### src/rtl/cfgwdt_pkg.sv
package cfgwdt_pkg;
   localparam logic [7:0] KEY_B0      = 8'h87;
   localparam logic [7:0] KEY_B1      = 8'h01;
   localparam logic [7:0] KEY_B2      = 8'h55;
   localparam logic [7:0] KEY_LAST_P  = 8'h55;
   localparam logic [7:0] KEY_LAST_A  = 8'hAA;
   localparam logic [7:0] IDX_CTRL    = 8'h71;
   localparam logic [7:0] IDX_COUNT   = 8'h73;
   localparam logic [7:0] IDX_LEAVE   = 8'h02;
   localparam logic [7:0] LEAVE_VAL   = 8'h02;
   localparam int         CTRL_EN_BIT = 6;
   localparam int         CTRL_MIN_BIT = 7;
   localparam int         SEC_PER_MIN = 60;

   typedef enum logic [2:0] {
      KS_IDLE, KS_GOT1, KS_GOT2, KS_GOT3, KS_OPEN
   } key_state_e;
endpackage

### src/rtl/cfgwdt_keydet.sv
module cfgwdt_keydet
   import cfgwdt_pkg::*;
#(
   parameter logic [7:0] KEY_LAST = 8'h55
) (
   input  logic       clk,
   input  logic       rst_n,
   input  logic       idx_wr_i,
   input  logic [7:0] wdata_i,
   input  logic       leave_i,
   output logic       unlocked_o
);
   key_state_e state_q, state_d;
   logic [7:0] want;

   always_comb begin
      case (state_q)
         KS_IDLE: want = KEY_B0;
         KS_GOT1: want = KEY_B1;
         KS_GOT2: want = KEY_B2;
         default: want = KEY_LAST;
      endcase
   end

   always_comb begin
      state_d = state_q;
      if (state_q == KS_OPEN) begin
         if (leave_i) state_d = KS_IDLE;
      end else if (idx_wr_i) begin
         if (wdata_i == want) begin
            case (state_q)
               KS_IDLE: state_d = KS_GOT1;
               KS_GOT1: state_d = KS_GOT2;
               KS_GOT2: state_d = KS_GOT3;
               default: state_d = KS_OPEN;
            endcase
         end else if (wdata_i == KEY_B0) begin
            state_d = KS_GOT1;
         end else begin
            state_d = KS_IDLE;
         end
      end
   end

   always_ff @(posedge clk) begin
      if (!rst_n) state_q <= KS_IDLE;
      else        state_q <= state_d;
   end

   assign unlocked_o = (state_q == KS_OPEN);

   AST_LEAVE_RELOCKS: assert property (@(posedge clk) disable iff (!rst_n)
      leave_i |=> !unlocked_o);
   AST_OPEN_AFTER_KEY: assert property (@(posedge clk) disable iff (!rst_n)
      $rose(unlocked_o) |-> $past(idx_wr_i && wdata_i == KEY_LAST));
endmodule

### src/rtl/cfgwdt_regs.sv
module cfgwdt_regs
   import cfgwdt_pkg::*;
#(
   parameter int CNT_W = 8
) (
   input  logic             clk,
   input  logic             rst_n,
   input  logic             unlocked_i,
   input  logic             idx_wr_i,
   input  logic             dat_wr_i,
   input  logic             idx_rd_i,
   input  logic             dat_rd_i,
   input  logic [7:0]       wdata_i,
   input  logic [CNT_W-1:0] remain_i,
   output logic             leave_o,
   output logic             load_o,
   output logic [CNT_W-1:0] load_val_o,
   output logic             enable_o,
   output logic             minutes_o,
   output logic [7:0]       rdata_o
);
   logic [7:0] index_q, ctrl_q, rdata_q, reg_view;
   logic       dat_wr_ok;

   assign dat_wr_ok  = unlocked_i && dat_wr_i;
   assign leave_o    = dat_wr_ok && index_q == IDX_LEAVE && wdata_i == LEAVE_VAL;
   assign load_o     = dat_wr_ok && index_q == IDX_COUNT;
   assign load_val_o = CNT_W'(wdata_i);
   assign enable_o   = ctrl_q[CTRL_EN_BIT];
   assign minutes_o  = ctrl_q[CTRL_MIN_BIT];
   assign rdata_o    = rdata_q;

   always_comb begin
      case (index_q)
         IDX_CTRL:  reg_view = ctrl_q;
         IDX_COUNT: reg_view = 8'(remain_i);
         default:   reg_view = 8'h00;
      endcase
   end

   always_ff @(posedge clk) begin
      if (!rst_n) begin
         index_q <= '0;
         ctrl_q  <= '0;
         rdata_q <= 8'hFF;
      end else begin
         if (!unlocked_i)   index_q <= '0;
         else if (idx_wr_i) index_q <= wdata_i;
         if (dat_wr_ok && index_q == IDX_CTRL) ctrl_q <= wdata_i;
         if (idx_rd_i)      rdata_q <= unlocked_i ? index_q : 8'hFF;
         else if (dat_rd_i) rdata_q <= unlocked_i ? reg_view : 8'hFF;
      end
   end

   AST_LOCKED_CTRL_STABLE: assert property (@(posedge clk) disable iff (!rst_n)
      (!unlocked_i && dat_wr_i) |=> $stable(ctrl_q));
endmodule

### src/rtl/cfgwdt_timer.sv
module cfgwdt_timer
   import cfgwdt_pkg::*;
#(
   parameter int CNT_W         = 8,
   parameter int CLK_PER_SEC   = 250_000_000,
   parameter int RST_PULSE_CYC = 16,
   parameter bit MIN_MODE_EN   = 1'b1
) (
   input  logic             clk,
   input  logic             rst_n,
   input  logic             load_i,
   input  logic [CNT_W-1:0] load_val_i,
   input  logic             enable_i,
   input  logic             minutes_i,
   output logic [CNT_W-1:0] remain_o,
   output logic             wdt_rst_o
);
   localparam int PW  = $clog2(CLK_PER_SEC);
   localparam int PCW = $clog2(RST_PULSE_CYC + 1);

   logic [PW-1:0]    pre_q;
   logic [CNT_W-1:0] remain_q;
   logic [PCW-1:0]   pcnt_q;
   logic             rst_q, sec_tick, step, expire;

   assign sec_tick = (pre_q == PW'(CLK_PER_SEC - 1));

   always_ff @(posedge clk) begin
      if (!rst_n || load_i || sec_tick) pre_q <= '0;
      else                             pre_q <= pre_q + 1'b1;
   end

   generate
      if (MIN_MODE_EN) begin : g_minutes
         logic [5:0] min_q;
         always_ff @(posedge clk) begin
            if (!rst_n || load_i) min_q <= '0;
            else if (sec_tick)    min_q <= (min_q == 6'(SEC_PER_MIN - 1)) ? '0 : min_q + 1'b1;
         end
         assign step = sec_tick && (!minutes_i || min_q == 6'(SEC_PER_MIN - 1));
      end else begin : g_seconds
         logic unused_minutes;
         assign unused_minutes = minutes_i;
         assign step = sec_tick;
      end
   endgenerate

   assign expire = step && !load_i && remain_q == CNT_W'(1);

   always_ff @(posedge clk) begin
      if (!rst_n)                       remain_q <= '0;
      else if (load_i)                  remain_q <= load_val_i;
      else if (step && remain_q != '0)  remain_q <= remain_q - 1'b1;
   end

   always_ff @(posedge clk) begin
      if (!rst_n) begin
         rst_q  <= 1'b0;
         pcnt_q <= '0;
      end else if (expire && enable_i) begin
         rst_q  <= 1'b1;
         pcnt_q <= PCW'(RST_PULSE_CYC - 1);
      end else if (rst_q) begin
         if (pcnt_q == '0) rst_q <= 1'b0;
         else              pcnt_q <= pcnt_q - 1'b1;
      end
   end

   assign remain_o  = remain_q;
   assign wdt_rst_o = rst_q;

   AST_RESET_NEEDS_ENABLE: assert property (@(posedge clk) disable iff (!rst_n)
      $rose(rst_q) |-> $past(enable_i));
   AST_NO_COUNT_UP: assert property (@(posedge clk) disable iff (!rst_n)
      (remain_q > $past(remain_q)) |-> $past(load_i));
   AST_ZERO_HOLDS: assert property (@(posedge clk) disable iff (!rst_n)
      (remain_q == '0 && !load_i) |=> remain_q == '0);
endmodule

### src/rtl/cfgport_wdt.sv
module cfgport_wdt
   import cfgwdt_pkg::*;
#(
   parameter int          ADDR_W        = 8,
   parameter int unsigned BASE_ADDR     = 'h2E,
   parameter int          CLK_PER_SEC   = 250_000_000,
   parameter int          RST_PULSE_CYC = 16,
   parameter bit          MIN_MODE_EN   = 1'b1
) (
   input  logic              clk,
   input  logic              rst_n,
   input  logic [ADDR_W-1:0] io_addr,
   input  logic              io_wr,
   input  logic              io_rd,
   input  logic [7:0]        io_wdata,
   output logic [7:0]        io_rdata,
   output logic              wdt_reset
);
   localparam int         CNT_W    = 8;
   localparam logic [7:0] KEY_LAST = (BASE_ADDR == 'h4E) ? KEY_LAST_A : KEY_LAST_P;

   generate
      if (BASE_ADDR != 'h2E && BASE_ADDR != 'h4E) begin : g_bad_base
         $error("BASE_ADDR must be 0x2E or 0x4E");
      end
      if (ADDR_W < 7) begin : g_bad_addr
         $error("ADDR_W too small for the base address");
      end
      if (CLK_PER_SEC < 2 || RST_PULSE_CYC < 1) begin : g_bad_timing
         $error("CLK_PER_SEC must be >= 2 and RST_PULSE_CYC >= 1");
      end
   endgenerate

   logic hit_idx, hit_dat, unlocked, leave, load, enable, minutes;
   logic [CNT_W-1:0] load_val, remain;

   assign hit_idx = (io_addr == ADDR_W'(BASE_ADDR));
   assign hit_dat = (io_addr == ADDR_W'(BASE_ADDR + 1));

   cfgwdt_keydet #(.KEY_LAST(KEY_LAST)) keydet_i (
      .clk(clk), .rst_n(rst_n), .idx_wr_i(io_wr && hit_idx),
      .wdata_i(io_wdata), .leave_i(leave), .unlocked_o(unlocked));

   cfgwdt_regs #(.CNT_W(CNT_W)) regs_i (
      .clk(clk), .rst_n(rst_n), .unlocked_i(unlocked),
      .idx_wr_i(io_wr && hit_idx), .dat_wr_i(io_wr && hit_dat),
      .idx_rd_i(io_rd && hit_idx), .dat_rd_i(io_rd && hit_dat),
      .wdata_i(io_wdata), .remain_i(remain), .leave_o(leave), .load_o(load),
      .load_val_o(load_val), .enable_o(enable), .minutes_o(minutes),
      .rdata_o(io_rdata));

   cfgwdt_timer #(.CNT_W(CNT_W), .CLK_PER_SEC(CLK_PER_SEC),
                  .RST_PULSE_CYC(RST_PULSE_CYC), .MIN_MODE_EN(MIN_MODE_EN)) timer_i (
      .clk(clk), .rst_n(rst_n), .load_i(load), .load_val_i(load_val),
      .enable_i(enable), .minutes_i(minutes), .remain_o(remain),
      .wdt_rst_o(wdt_reset));
endmodule

### config.mk
export PLATFORM = sky130hd
export DESIGN_NAME = cfgport_wdt
export DESIGN_NICKNAME = d
export VERILOG_FILES = /design/src/rtl/cfgwdt_pkg.sv /design/src/rtl/cfgwdt_keydet.sv /design/src/rtl/cfgwdt_regs.sv /design/src/rtl/cfgwdt_timer.sv /design/src/rtl/cfgport_wdt.sv
export SDC_FILE = /design/constraint.sdc
export NUM_CORES = 1
export LEC_CHECK = 0
export BUFFER_PORTS_ARGS = -buffer_cell sky130_fd_sc_hd__buf_2
export CAP_MARGIN = 10
export CORE_MARGIN = 2
export CORE_UTILIZATION = 40
export DETAILED_ROUTE_END_ITERATION = 10
export SLEW_MARGIN = 25
export SYNTH_ARGS = -nofsm -noshare
export SYNTH_HDL_FRONTEND = slang
export SYNTH_SLANG_ARGS = --single-unit
### constraint.sdc
create_clock -name clk -period 7.5 [get_ports clk]
set_input_delay 0.75 -clock clk [delete_from_list [all_inputs] [get_ports clk]]
set_output_delay 0.75 -clock clk [all_outputs]
set_load 0.005 [all_outputs]
== Yosys cells after proc, flatten, opt, wreduce, memory -nomap -nowiden ==
Cells that the tools add are included.

* Flip-flop bits (word level): 75
* Input port bits: 20
* Logic and storage cells: 85

* $add $sub $neg: 4
* Equality and inequality tests: 16
* Muxes and demuxes: 21
* Bitwise logic cells: 2
* Reduce and logical (&&, ||, !) cells: 32

{| class="wikitable"
|+ Operator list
! kind !! count
|-
| $mux 8 || 6
|-
| $pmux 8 s2 || 2
|-
| $add 28x1->28 const B || 1
|-
| $eq 28x28->1 const B || 1
|-
| $eq 8x2->1 const B || 2
|-
| $eq 8x6->1 const B || 2
|-
| $eq 8x7->1 const B || 2
|-
| $logic_and 1x1->1 || 14
|-
| $mux 3 || 4
|-
| $mux 4 || 3
|-
| $pmux 3 s3 || 1
|-
| $eq 8x1->1 const B || 1
|-
| $eq 8x8->1 || 1
|-
| $eq 8x8->1 const B || 1
|-
| $reduce_and 2->1 || 4
|-
| $reduce_bool 2->1 || 4
|-
| $reduce_bool 8->1 || 1
|-
| $sub 8x1->8 const B || 1
|-
| $add 6x1->6 const B || 1
|-
| $eq 6x6->1 const B || 1
|-
| $mux 6 || 1
|-
| $logic_not 5->1 || 1
|-
| $sub 5x1->5 const B || 1
|-
| $mux 1 || 4
|-
| other kinds (10) || 15
|}

== Depth between registers and ports, before layout ==
Gate-level depths: netlist of the first run.

* Depth in word-level cells: 10
* Depth in mapped cells: 10

== Hierarchy ==
Synthesis of the first run repeated with hierarchy kept, for this count alone.

* Cell total of the unflattened synthesis: 477
* Area total of the unflattened synthesis: 4042.6 um^2

{| class="wikitable"
|+ By module, submodules not included
! module !! times used !! cells an instance !! area each (um^2) !! seq. area each (um^2)
|-
| cfgwdt_timer || 1 || 279 || 2397.3 || 960.9
|-
| cfgwdt_regs || 1 || 147 || 1302.5 || 480.5
|-
| cfgwdt_keydet || 1 || 42 || 289.0 || 60.1
|-
| cfgport_wdt || 1 || 9 || 53.8 || 0.0
|}

== Worst setup path after synthesis of the first run ==
No wires, ideal clock.

* Path type: input to register
* From: input io_addr[4]
* To: register keydet_i.state_q[1]
* Setup time: 0.058 ns
* Data arrival time: 2.420 ns
* Data required time: 7.442 ns
* Setup slack: 5.022 ns
* Stages on the path: 4
* Path buffers: 0
* Cells stage by stage: or4b_2 or4_1 a2111oi_0 a21o_1

* Longest elaborated chain between the ends: 7
* Elaborated cells on any way between the ends: 10
* Classes of those cells: 3 x eq/ne; 7 x reduce/logical

{| class="wikitable"
|+ RTL lines
! item !! line !! text
|-
| start: declaration || cfgport_wdt.sv:12 || <nowiki>input logic [ADDR_W-1:0] io_addr,</nowiki>
|-
| $eq 8x6->1 || cfgport_wdt.sv:38 || <nowiki>assign hit_dat = (io_addr == ADDR_W'(BASE_ADDR + 1));</nowiki>
|-
| $logic_and 1x1->1 || cfgport_wdt.sv:46 || <nowiki>.idx_wr_i(io_wr && hit_idx), .dat_wr_i(io_wr && hit_dat),</nowiki>
|-
| $logic_and 1x1->1 || cfgwdt_regs.sv:25 || <nowiki>assign dat_wr_ok = unlocked_i && dat_wr_i;</nowiki>
|-
| $logic_and 1x1->1 (2 in a row) || cfgwdt_regs.sv:26 || <nowiki>assign leave_o = dat_wr_ok && index_q == IDX_LEAVE && wdata_i == LEAVE_VAL;</nowiki>
|-
| $ne 2x2->1 (no source line) || - ||
|-
| $reduce_and 2->1 (no source line) (*) || - ||
|-
| end signal: assignment || cfgwdt_keydet.sv:47 || <nowiki>else state_q <= state_d;</nowiki>
|-
| end: declaration || cfgwdt_keydet.sv:13 || <nowiki>key_state_e state_q, state_d;</nowiki>
|}

Every way passes the cells marked *; elsewhere a longest branch is shown, timed or not.
A chain may end at the register's enable or synchronous reset.

== Worst setup path in the final report of the first run ==
* From: register timer_i.pre_q[0]
* To: register timer_i.pcnt_q[4]

* Longest elaborated chain between the ends: 6

{| class="wikitable"
|+ RTL lines
! item !! line !! text
|-
| start: declaration || cfgwdt_timer.sv:21 || <nowiki>logic [PW-1:0] pre_q;</nowiki>
|-
| start signal: assignment || cfgwdt_timer.sv:30 || <nowiki>else pre_q <= pre_q + 1'b1;</nowiki>
|-
| $eq 28x28->1 || cfgwdt_timer.sv:26 || <nowiki>assign sec_tick = (pre_q == PW'(CLK_PER_SEC - 1));</nowiki>
|-
| $logic_and 1x1->1 || cfgwdt_timer.sv:40 || <nowiki>assign step = sec_tick && (!minutes_i || min_q == 6'(SEC_PER_MIN - 1));</nowiki>
|-
| $logic_and 1x1->1 (2 in a row) || cfgwdt_timer.sv:48 || <nowiki>assign expire = step && !load_i && remain_q == CNT_W'(1);</nowiki>
|-
| $logic_and 1x1->1 || cfgwdt_timer.sv:60 || <nowiki>end else if (expire && enable_i) begin</nowiki>
|-
| $reduce_or 2->1 (no source line) || - ||
|-
| end signal: assignment || cfgwdt_timer.sv:62 || <nowiki>pcnt_q <= PCW'(RST_PULSE_CYC - 1);</nowiki>
|-
| end signal: assignment || cfgwdt_timer.sv:65 || <nowiki>else pcnt_q <= pcnt_q - 1'b1;</nowiki>
|-
| end: declaration || cfgwdt_timer.sv:23 || <nowiki>logic [PCW-1:0] pcnt_q;</nowiki>
|}

No other way between the ends.

==> results.toml, run 1 <==
[status]
status = "completed"

[die]
num_rows = 35
initial_core_util = 0.406
die_width_um = 100
core-area_mm2 = 0.00911
ios = 29
die_area_mm2 = 0.0100
die_y_um = 100

[timing]
fin_crit_sh = 0.393
slew_headroom = 0.345
period_needed_ns = 2.95
tns_ns = 0
fmax_ghz = 0.339
slew_violations = 0
worst_slew_pin_slew_ns = 0.981
rsz0062_at_grt = "false"
setup_viol = 0
hold_viol = 0
whs_ns = 0.469
fin_skew_ns = 0.00867

[setup_path]
crit_top_cell = "or4_1"
critPathRequiredTime_ns = 7.74
crit_family = "simple AND/OR/NAND/NOR gates"
max_stage_delay_ns = 0.72
crit_arrival_ns = 3.19
crit_fanout = 16
cp_num_cells = 6
worstPathCellList = "ha_1, nand2_1, or4_1, or2_0, or4_1, and4_4"
critical_path_class = "register to register"
cpMaxStageDelayCell = "or4_1"
critPathLaunch = "timer_i.pre_q[0]"
reg2reg_depth = 6
worst-path-buf-inv = 0
r2r-start = "timer_i.pre_q[0]"
start_kind = "register"
end_kind = "register"

[routing]
first_iter_violations = 159
totalWireLength_mm = 8.71
drc = 0
wire_per_inst_um = 15.4
routed-via-count = 3159
viasPerCell = 5.60
ant_nets = 0
drt-pass1-iter-count = 4

[clocking]
cts_max_path_buffers = 2
htree_levels = 3
cts_buffers = 9
cts_tree = "done"
clk_latency_ns = 0.34
ctsResizeCount = 0
clkTransAtPathRegs_ns = 0.07
cts_root_buf = "clkbuf_8"
cts_hold_buf = 0
clock_sinks = 75
post_cts_buffers = 0

[yosys]
synth_cells = 431
yosysSeqAreaShare = 0.406
syn_nets = 457
synth_area_mm2 = 0.00370
synth-main-ff-cell = "dfxtp_1"
yosys_warnings = 0
synth-async-reset-ratio = 0
synth_edf_count = 0
avgSynthCellArea_um2 = 8.59
synth.distinct_cells = 54
synth_seq_cells = 75

[global_routing]
grt_use_total = 0.180
grt_pass1_wl_mm = 14.5
grt_overflow = 0
grt_pass1_vias = 3004
grt_max_degree = 29
antenna_found_initial = 0

[cells_and_area]
area_growth_pct = 10.5
mostFrequentLayoutCells = "dfxtp_1, nor2_1, nand2_1"
layout_commonest_cell = "dfxtp_1"
drive_gt1_frac = 0.124
nets = 474
fin_area_mm2 = 0.00409
final_util = 0.449
antenna_cells = 0

[power]
ir_drop_v = 0.0000802
p_leak_nw = 1.43
powerDensity_mw_per_mm2 = 178

[placement]
io_buffer_count = 28
hpwl_mm = 6.02
placed_cell_area_mm2 = 0.00390
gp_congestion = 0.800

[min_path]
holdPathStages = 1
hp-start = "timer_i.pre_q[0]"
hp-class = "register to register"

[run]
max-cap-violations = 0
[through the flow]
stage | cells | power (mW) | worst slack, ns
3_5_place_dp | 548 | 0.433 | 4.20
5_1_grt | 564 | 0.754 | 4.33
4_1_cts | 564 | 0.735 | 4.44
3_3_place_gp | 548 | 0.433 | 4.32
6_report | 564 | 0.727 | 4.55
2_1_floorplan | 431 | 0.421 | 5.02
[power by group]
group / internal (mW) / switching (mW) / total [mW] / leakage [nW]
Sequential: 0.399 / 0.00105 / 0.400 / 0.605
Combinational: 0.00734 / 0.0164 / 0.0237 / 0.729
Clock: 0.163 / 0.139 / 0.303 / 0.0947
[worst paths after layout]
kind,to,slack [ns]
setup / recovery,timer_i.pcnt_q[4],4.55
hold / removal,timer_i.pre_q[0],0.47
setup reg to reg,timer_i.pcnt_q[4],4.55
hold reg to reg,timer_i.pre_q[0],0.47
[flip-flops by register name, summed over array words and instances (netlist names)]
signal,count
timer_i.pre_q,28
regs_i.index_q,8
regs_i.rdata_o,8
keydet_i.state_q,3
timer_i.g_minutes.min_q,6
timer_i.wdt_rst_o,1
timer_i.pcnt_q,5
timer_i.remain_o,8
regs_i.ctrl_q,8
[kinds of logic (layout without fill, tap and decap cells)]
kind of cell / count (synthesis) / after routing / share of synthesized area
multiplexers: 19 / 19 / 0.0517
flip-flops: 75 / 75 / 0.406
AO/OA/AOI/OAI: 74 / 74 / 0.134
buffers and inverters: 35 / 57 / 0.0372
XOR/XNOR: 32 / 32 / 0.0757
adder cells (fa/ha/maj): 6 / 6 / 0.0203
AND/OR/NAND/NOR: 190 / 190 / 0.275
[routing by layer]
layer | vias to the layer above | global-route usage | share of wire | routed length [µm]
li1 | 1603 | - | - | -
met1 | 1487 | 0.227 | 0.47 | 4080
met2 | 58 | 0.304 | 0.48 | 4150
met3 | 11 | 0.0383 | 0.042 | 366
met4 | 0 | 0.0695 | 0.013 | 117
met5 | - | 0 | 0 | 0
[worst register-to-register path: cells and delay by family (launching register included)]
kind / cells / cell delay [ns]
flip-flops: 1 / 0.36
AND/OR/NAND/NOR: 5 / 2.27
adder cells (fa/ha/maj): 1 / 0.22
[Yosys cell counts (8+ instances only)]
master / number / area (µm²)
mux2i_1: 18 / 180
o22ai_1: 10 / 62.6
dfxtp_1: 75 / 1500
nor3_1: 12 / 60.1
o21ai_0: 16 / 80.1
a221oi_1: 8 / 70.1
a21oi_1: 15 / 75.1
inv_1: 13 / 48.8
clkbuf_1: 17 / 63.8
xor2_1: 15 / 131
nand2_1: 29 / 109
xnor2_1: 17 / 149
nor4_1: 10 / 62.6
nor2_1: 63 / 236
nand3_1: 12 / 60.1
nand4_1: 11 / 68.8
or4_1: 9 / 67.6
[layout make-up]
class                   instances  area, µm²
fillers                       929       5020
repair buffers                 28        140
well taps                     111        139
clock inverters                 2       35.0
clock buffers                  14        153
inverters                      13       48.8
multi-input cells             321       2070
flip-flops and latches         75       1500
(Power assumes the default switching activity.)
==> run 2: changes to the inputs <==
==> constraint.sdc (replaced) <==
create_clock -name clk -period 2.75 [get_ports clk]
set_input_delay 0.275 -clock clk [delete_from_list [all_inputs] [get_ports clk]]
set_output_delay 0.275 -clock clk [all_outputs]
set_load 0.005 [all_outputs]
==> run 2 against run 1 <==
  * Largest cell class unchanged
  * Register-to-register slack worse by 4.4 ns
  * Setup slack got worse by 4.4 ns
  * Sequential share of layout area down 0.69 points
  * Die area stayed put
  * Non-clock buffer count grew 10
  * Global-route usage is 0.077 points lower
  * Largest power group unchanged
  * Final area increased by 1.9%
  * Sequential power increased to 2.7 times the previous value
  * Wire length rose by 0.57%
  * Via count is 1.6% higher
  * Utilization increased by 0.87 points
  * Clock-buffer cell count did not move
==> results.toml, run 2 (synthesis results as in run 1) <==
[cells_and_area]
area_growth_pct = 12.6
mostFrequentLayoutCells = "dfxtp_1, nor2_1, nand2_1"
layout_commonest_cell = "dfxtp_1"
top_register = "timer_i.pre_q"
antenna_cells = 0
drive_gt1_frac = 0.136
final_util = 0.458
largest_register_ff_count = 28
fin_area_mm2 = 0.00417
stdcell_count = 574
nets = 484

[routing]
wire_per_inst_um = 15.3
ant_nets = 0
drt-pass1-iter-count = 4
first_iter_violations = 193
drc = 0
viasPerCell = 5.59
routed-via-count = 3209
totalWireLength_mm = 8.76

[die]
die_y_um = 100
die_width_um = 100
die_area_mm2 = 0.0100
core-area_mm2 = 0.00911
num_rows = 35
initial_core_util = 0.406
ios = 29

[setup_path]
worst-path-buf-inv = 1
critical_path_class = "register to register"
crit_family = "simple AND/OR/NAND/NOR gates"
crit_path_end = "timer_i.remain_o[5]"
critPathLaunch = "timer_i.pre_q[0]"
critPathRequiredTime_ns = 3.02
crit_top_cell = "or4_1"
max_stage_delay_ns = 0.67
cpMaxStageDelayCell = "or4_1"
start_kind = "register"
cp_num_cells = 7
rrSetupSlack_ns = 0.19
crit_arrival_ns = 2.83
end_kind = "register"
r2r-end = "timer_i.remain_o[5]"
worstPathCellList = "ha_1, nand2_1, or4_1, or2_0, buf_4, or4_1, a31oi_1"
reg2reg_depth = 7
crit_fanout = 15
r2r-start = "timer_i.pre_q[0]"

[global_routing]
grt_pass1_wl_mm = 14.5
antenna_found_initial = 0
grt_overflow = 0
grt-busiest-layer = "met2"
grt_use_total = 0.180
gr-usage-met2 = 0.308
use_met1 = 0.221
use_met3 = 0.0467
grt_max_degree = 29
grt_pass1_vias = 3138

[power]
p_leak_nw = 1.48
p_total_mw = 2.05
ir_drop_v = 0.000356
powerDensity_mw_per_mm2 = 492

[placement]
dp_slack_ns = 0.203
dp_cells = 558
gp_congestion = 0.847
hpwl_mm = 6.22
placed_cell_area_mm2 = 0.00397
io_buffer_count = 28

[clocking]
clk_latency_ns = 0.34
cts_tree = "done"
cts_root_buf = "clkbuf_8"
ctsResizeCount = 0
cts_hold_buf = 0
cts_buffers = 9
cts_max_path_buffers = 2
clock_sinks = 75
clkTransAtPathRegs_ns = 0.07
post_cts_buffers = 0
htree_levels = 3

[timing]
setup_viol = 0
tns_ns = 0
period_needed_ns = 2.56
hold_viol = 0
worst_slew_pin_slew_ns = 0.674
rsz0062_at_grt = "false"
slew_headroom = 0.547
fin_skew_ns = 0.00504
whs_ns = 0.237
fin_crit_sh = 0.931
setup_slack_ns = 0.189
slew_violations = 0
fmax_ghz = 0.391

[min_path]
hp-class = "primary input to register"

[run]
max-cap-violations = 0

[status]
status = "completed"
[run 2: where the power goes]
| part | switching (mW) | leakage, nW | internal, mW |
|---|---|---|---|
| sequential | 0.00279 | 0.605 | 1.09 |
| clock | 0.380 | 0.0989 | 0.514 |
| combinational | 0.0450 | 0.776 | 0.0217 |
[run 2: worst min path at each step]
stage	start	endpoint	slack [ns]	cells after the start
2_1_floorplan	io_wdata[1]	timer_i.remain_o[1]	0.42	2
3_5_place_dp	timer_i.pre_q[0]	timer_i.pre_q[0]	0.44	1
3_3_place_gp	timer_i.pre_q[0]	timer_i.pre_q[0]	0.43	1
6_report	io_wdata[1]	timer_i.remain_o[1]	0.24	3
4_1_cts	io_wdata[1]	timer_i.remain_o[1]	0.22	3
5_1_grt	io_wdata[1]	timer_i.remain_o[1]	0.25	3
[run 2: routing by layer]
| metal | vias to the layer above | routed length, µm |
|---|---|---|
| li1 | 1621 | - |
| met1 | 1521 | 4090 |
| met2 | 58 | 4270 |
| met3 | 9 | 305 |
| met4 | 0 | 99 |
| met5 | - | 0 |
[run 2: cell type report]
type / instances / area [µm²]
Fill cell: 926 / 4940
Clock inverter: 2 / 60.1
Timing Repair Buffer: 38 / 215
Sequential cell: 75 / 1500
Inverter: 13 / 48.8
Multi-Input combinational cell: 321 / 2060
Clock buffer: 14 / 143
Tap cell: 111 / 139
[run 2: worst min-delay path, cell delays in order]
cell and delay, ns:
buf_2 0.14, nand2_1 0.06, a21oi_1 0.05
